$ cat src/rtl/sigbox_pkg.sv
package sigbox_pkg;
    localparam int SLOT_CNT = 2;

    typedef logic slot_t;

    typedef enum logic {
        W_IDLE = 1'b0,
        W_ACK  = 1'b1
    } wr_state_e;

    typedef enum logic {
        R_IDLE = 1'b0,
        R_HOLD = 1'b1
    } rd_state_e;

    typedef struct packed {
        wr_state_e st;
        slot_t     slot;
        logic      dirty;
        logic      ack;
    } wr_regs_t;

    typedef struct packed {
        rd_state_e st;
        slot_t     slot;
        logic      waiting;
        logic      ack;
    } rd_regs_t;
endpackage

$ cat src/rtl/sigbox_sync.sv
module sigbox_sync #(
    parameter int             W       = 1,
    parameter int             STAGES  = 2,
    parameter logic [W-1:0]   RST_VAL = '0
) (
    input  logic         clk,
    input  logic         rst_n,
    input  logic [W-1:0] d,
    output logic [W-1:0] q
);
    logic [W-1:0] stage_q [STAGES];

    generate
        for (genvar i = 0; i < STAGES; i++) begin : g_stage
            logic [W-1:0] stage_d;
            if (i == 0) begin : g_first
                always_comb stage_d = d;
            end else begin : g_next
                always_comb stage_d = stage_q[i-1];
            end
            always_ff @(posedge clk or negedge rst_n) begin
                if (!rst_n) stage_q[i] <= RST_VAL;
                else        stage_q[i] <= stage_d;
            end
        end
    endgenerate

    assign q = stage_q[STAGES-1];
endmodule

$ cat src/rtl/sigbox_writer.sv
module sigbox_writer
    import sigbox_pkg::*;
(
    input  logic  clk,
    input  logic  rst_n,
    input  logic  wr_req,
    output logic  wr_ack,
    input  logic  rd_wait_s,
    input  slot_t rd_slot_s,
    output logic  store_en,
    output slot_t store_slot,
    output slot_t wr_slot
);
    wr_regs_t w_d, w_q;

    always_comb begin
        w_d      = w_q;
        store_en = 1'b0;
        case (w_q.st)
            W_IDLE: if (wr_req) begin
                store_en = 1'b1;
                w_d.dirty = 1'b1;
                w_d.st    = W_ACK;
                w_d.ack   = 1'b1;
            end
            W_ACK: if (!wr_req) begin
                w_d.st  = W_IDLE;
                w_d.ack = 1'b0;
            end
            default: w_d = w_q;
        endcase
        // hand the freshly written slot over when the reader waits for it
        if (!store_en && w_q.dirty && rd_wait_s && (rd_slot_s == w_q.slot)) begin
            w_d.slot  = ~w_q.slot;
            w_d.dirty = 1'b0;
        end
    end

    always_ff @(posedge clk or negedge rst_n) begin
        if (!rst_n) w_q <= '{st: W_IDLE, slot: 1'b1, dirty: 1'b0, ack: 1'b0};
        else        w_q <= w_d;
    end

    assign wr_ack     = w_q.ack;
    assign store_slot = w_q.slot;
    assign wr_slot    = w_q.slot;
endmodule

$ cat src/rtl/sigbox_reader.sv
module sigbox_reader
    import sigbox_pkg::*;
(
    input  logic  clk,
    input  logic  rst_n,
    input  logic  rd_req,
    output logic  rd_ack,
    input  slot_t wr_slot_s,
    output slot_t rd_slot,
    output logic  rd_wait,
    output logic  rd_busy
);
    rd_regs_t r_d, r_q;

    always_comb begin
        r_d = r_q;
        case (r_q.st)
            R_IDLE: begin
                r_d.waiting = 1'b0;
                if (rd_req) begin
                    if (wr_slot_s != r_q.slot) begin
                        r_d.st  = R_HOLD;
                        r_d.ack = 1'b1;
                    end else begin
                        r_d.waiting = 1'b1;
                    end
                end
            end
            R_HOLD: if (!rd_req) begin
                r_d.st   = R_IDLE;
                r_d.ack  = 1'b0;
                r_d.slot = ~r_q.slot;
            end
            default: r_d = r_q;
        endcase
    end

    always_ff @(posedge clk or negedge rst_n) begin
        if (!rst_n) r_q <= '{st: R_IDLE, slot: 1'b1, waiting: 1'b0, ack: 1'b0};
        else        r_q <= r_d;
    end

    assign rd_ack  = r_q.ack;
    assign rd_slot = r_q.slot;
    assign rd_wait = r_q.waiting;
    assign rd_busy = (r_q.st == R_HOLD);
endmodule

$ cat src/rtl/sigbox_slots.sv
module sigbox_slots
    import sigbox_pkg::*;
#(
    parameter int DATA_W = 8
) (
    input  logic              clk,
    input  logic              rst_n,
    input  logic              store_en,
    input  slot_t             store_slot,
    input  logic [DATA_W-1:0] wr_data,
    input  slot_t             rd_slot,
    output logic [DATA_W-1:0] rd_data
);
    logic [DATA_W-1:0] slot_q [SLOT_CNT];

    generate
        for (genvar i = 0; i < SLOT_CNT; i++) begin : g_slot
            logic [DATA_W-1:0] slot_d;
            always_comb begin
                slot_d = slot_q[i];
                if (store_en && (int'(store_slot) == i)) slot_d = wr_data;
            end
            always_ff @(posedge clk or negedge rst_n) begin
                if (!rst_n) slot_q[i] <= '0;
                else        slot_q[i] <= slot_d;
            end
        end
    endgenerate

    assign rd_data = slot_q[rd_slot];
endmodule

$ cat src/rtl/sigbox_mailbox.sv
module sigbox_mailbox
    import sigbox_pkg::*;
#(
    parameter int DATA_W      = 8,
    parameter int SYNC_STAGES = 2
) (
    input  logic              clk,
    input  logic              rst_n,
    input  logic              wr_req,
    input  logic [DATA_W-1:0] wr_data,
    output logic              wr_ack,
    input  logic              rd_req,
    output logic              rd_ack,
    output logic [DATA_W-1:0] rd_data
);
    logic  w_store;
    slot_t w_store_slot;
    slot_t w_slot;
    slot_t w_slot_s;
    slot_t r_slot;
    logic  r_wait;
    logic  r_busy;
    logic [1:0] r_flags_s;

    sigbox_sync #(.W(1), .STAGES(SYNC_STAGES), .RST_VAL(1'b1)) u_w2r (
        .clk(clk), .rst_n(rst_n), .d(w_slot), .q(w_slot_s)
    );

    sigbox_sync #(.W(2), .STAGES(SYNC_STAGES), .RST_VAL(2'b01)) u_r2w (
        .clk(clk), .rst_n(rst_n), .d({r_wait, r_slot}), .q(r_flags_s)
    );

    sigbox_writer u_wr (
        .clk(clk), .rst_n(rst_n), .wr_req(wr_req), .wr_ack(wr_ack),
        .rd_wait_s(r_flags_s[1]), .rd_slot_s(r_flags_s[0]),
        .store_en(w_store), .store_slot(w_store_slot), .wr_slot(w_slot)
    );

    sigbox_reader u_rd (
        .clk(clk), .rst_n(rst_n), .rd_req(rd_req), .rd_ack(rd_ack),
        .wr_slot_s(w_slot_s), .rd_slot(r_slot), .rd_wait(r_wait), .rd_busy(r_busy)
    );

    sigbox_slots #(.DATA_W(DATA_W)) u_slots (
        .clk(clk), .rst_n(rst_n), .store_en(w_store), .store_slot(w_store_slot),
        .wr_data(wr_data), .rd_slot(r_slot), .rd_data(rd_data)
    );
endmodule

$ cat config.mk
export PLATFORM = sky130hd
export DESIGN_NAME = sigbox_mailbox
export DESIGN_NICKNAME = d
export VERILOG_FILES = /design/src/rtl/sigbox_pkg.sv /design/src/rtl/sigbox_sync.sv /design/src/rtl/sigbox_writer.sv /design/src/rtl/sigbox_reader.sv /design/src/rtl/sigbox_slots.sv /design/src/rtl/sigbox_mailbox.sv
export SDC_FILE = /design/constraint.sdc
export NUM_CORES = 1
export LEC_CHECK = 0
export BUFFER_PORTS_ARGS = -buffer_cell sky130_fd_sc_hd__buf_2
export CORE_MARGIN = 3
export CORE_UTILIZATION = 41
export CTS_BUF_LIST = sky130_fd_sc_hd__clkbuf_8
export DETAILED_ROUTE_END_ITERATION = 10
export HOLD_SLACK_MARGIN = 0.05
export REMOVE_ABC_BUFFERS = 1
export SLEW_MARGIN = 20
export SYNTH_ARGS = -nofsm -noshare
export SYNTH_HDL_FRONTEND = slang
export SYNTH_SLANG_ARGS = --single-unit
$ cat constraint.sdc
create_clock -name clk -period 1.75 [get_ports clk]
set_clock_uncertainty 0.05 [all_clocks]
set_input_delay 0.4375 -clock clk [delete_from_list [all_inputs] [get_ports clk]]
set_output_delay 0.4375 -clock clk [all_outputs]
set_load 0.02 [all_outputs]
==> flow_summary_export.csv <==
group,metric,value,unit
status,status,"finished with violations",
status,failed_checks,"setup timing",
worst_setup_path,cp.arrival,1410,ps
grt,grt_pass1_vias,805,
floorplan,core_area,2810,sq um
grt,antenna_found_initial,0,
clock_tree,cts-root-buf,"clkbuf_8",
synth,ys_ff_latch,30,
grt,grtUsageTotal,14.7,%
synth,synth_area,1230,sq um
worst_setup_path,reg2reg_depth,4,
sta,setup_viol,8,
floorplan,dieArea,3690,sq um
synth,synth_top_cells_by_area,"dfrtp_1 (49%), mux2_2 (15%), dfstp_2 (13%)",
route,highest_layer,"met4",
finish,mostFrequentLayoutCells,"dfrtp_1 (24), mux2_4 (16), buf_2 (13), buf_6 (10), mux2_2 (8)",
power,powerDensity,2090,nW/um^2
placed_design,io_buffers,21,
grt,grt_max_degree,31,
synth,synth_cells,77,
worst_setup_path,worstReg2RegStart,"u_wr.w_q[3]$_DFF_PN0_",
finish,antenna_cells,0,
power,power,3.27,mW
floorplan,io_pins,22,
finish,fillCellCount,244,
finish,syn2layout_area_growth,27.2,%
route,wl_met3,92,um
sta,worstMarginPinSlew,645,ps
sta,period_needed,1900,ps
sta,finalCritPeriodShare,109,%
synth,ys_warn_count,0,
clock_tree,clock_sinks,30,
route,vias_per_cell,4.94,
route,wl_met2,1.12,mm
floorplan,die_width,60.7,um
sta,finalHoldViolations,0,
sta,finalWorstSetupSlack,-150,ps
synth,synth.largest_area_cell,"dfrtp_1",
grt,grt_overflow,0,
worst_setup_path,end_kind,"primary output",
finish,drive_gt1_share,59.3,%
sta,rsz0062_at_grt,"true",
route,drtIter0Drc,11,
synth,synth_cell_types,21,
route,drt_first_pass_iters,3,
clock_tree,cts_tree,"done",
worst_setup_path,critical_path_class,"reg2out",
finish,layout_commonest_cell,"dfrtp_1",
clock_tree,clock_path_buffers,2,
worst_setup_path,rrSetupSlack,340,ps
worst_setup_path,critPathRequiredTime,1260,ps
placed_design,post-dp-hpwl,1.35,mm
floorplan,die_h,60.7,um
route,via_count,687,
sta,max_freq,0.526,GHz
power,peakVddDrop,0.00105,V
route,postRouteAntennaNets,0,
synth,synth_edf_count,0,
worst_setup_path,crit_path_end,"rd_data[6]",
clock_tree,clock_latency,280,ps
clock_tree,path_clk_slew,60,ps
synth,synth.avg_cell_area,16.0,sq um
power,leakage,0.768,nW
floorplan,num_rows,19,
worst_setup_path,cp-startpoint,"u_rd.rd_slot$_DFFE_PN1P_",
hold_path,hp-class,"in2async",
finish,nets,120,
route,drc,0,
sta,hold_ws,129,ps
synth,ys_async_sr_fraction,100,%
grt,grt_pass1_wl,3.71,mm
route,wl_per_cell,15.9,um
route,drt-met1-wl,968,um
route,wl,2.21,mm
clock_tree,cts_buffers,5,
sta,slew_headroom,57.0,%
synth,synth_flop_cell,"dfrtp_1",
sta,finalMaxSlewViolations,0,
worst_setup_path,cp-start-kind,"flip-flop",
finish,final_util,55.7,%
job,maxCapViolCount,0,
worst_setup_path,reg2reg_to,"u_slots.slot_q[3]$_DFFE_PN0P_",
placed_design,gp_congestion,0.643,
synth,yosysSeqAreaShare,61.7,%
clock_tree,cts-htree-levels,2,
worst_setup_path,worstPathMaxFanout,5,
synth,synth_top_area_share,48.9,%
floorplan,start_util,43.8,%
through the flow:
| step | worst slack [ps] | TNS, ps | area (sq um) | instances |
|---|---|---|---|---|
| global route | -196 | -1410 | 1560 | 139 |
| CTS | -146 | -1110 | 1560 | 139 |
| floorplan | 228 | 0 | 1210 | 75 |
| detailed placement | 61.5 | 0 | 1360 | 128 |
| finish | -150 | -1070 | 1560 | 139 |
| global placement | 79.7 | 0 | 1360 | 128 |
final cells by class:
type	instances	area [sq um]	share of cell area [%]
sequential	30	758	48.5
multi-input combinational	43	474	30.3
timing repair buffer	25	193	12.3
clock buffer	6	82.6	5.28
tap	31	38.8	2.48
clock inverter	2	8.76	0.560
inverter	2	7.51	0.480
synthesized netlist by cell type, types with 2 or more instances:
cell type  number
xor2_1          2
mux2_2         16
nand2b_1        2
inv_1           2
mux2_4          8
o21ai_0         2
nor2b_1         2
nand2_1         2
dfstp_2         6
dfrtp_1        24
worst min path at each step:
| stage | end | slack, ps |
|---|---|---|
| floorplan | u_r2w.g_stage[1].stage_d[1]$_DFF_PN0_ | 90 |
| global placement | u_r2w.q[1]$_DFF_PN0_ | 280 |
| detailed placement | u_r2w.q[1]$_DFF_PN0_ | 290 |
| CTS | u_r2w.q[1]$_DFF_PN0_ | 150 |
| global route | u_r2w.g_stage[1].stage_d[1]$_DFF_PN0_ | 160 |
| finish | u_r2w.q[1]$_DFF_PN0_ | 130 |
report_power, final:
part | switching (mW) | leakage, nW | internal, mW
logic | 0.572 | 0.367 | 0.870
clock network | 0.250 | 0.0524 | 0.311
registers | 0.196 | 0.348 | 1.07
total | 1.02 | 0.768 | 2.25
kinds of logic after synthesis:
group	share of synthesized area, %
XOR/XNOR	2.14
AND/OR/NAND/NOR	4.89
multiplexers	25.3
adder cells (fa/ha/maj)	1.02
flip-flops	61.7
buffers and inverters	2.14
AO/OA/AOI/OAI	2.85
critical path, cell delays in order, from the launching register on:
cell and delay (ps):
dfstp_2 550, buf_6 140, mux2_4 310, buf_6 130
sequential cells by signal, indices dropped and copies added (netlist names):
signal                 cells
u_w2r.q                    1
u_wr.wr_ack                1
u_w2r.g_stage.stage_d      1
u_rd.rd_busy               1
u_rd.rd_slot               1
u_rd.rd_wait               1
u_rd.rd_ack                1
u_r2w.g_stage.stage_d      2
u_r2w.q                    2
u_wr.store_slot            1
u_wr.w_q                   2
u_slots.slot_q            16
routing by layer:
layer / GRT usage [%] / vias up
li1: - / 325
met1: 18.4 / 342
met2: 22.3 / 16
met3: 4.68 / 4
met4: 8.36 / 0
met5: 0 / -
what timing repair did:
item                                    4_1_cts  5_1_grt
hold buffers                                  0        0
gates resized for setup                      27        0
endpoints found under the setup margin        8        8
endpoints found under the hold margin         0        0
setup buffers                                 3        0
(Power assumes the default switching activity.)
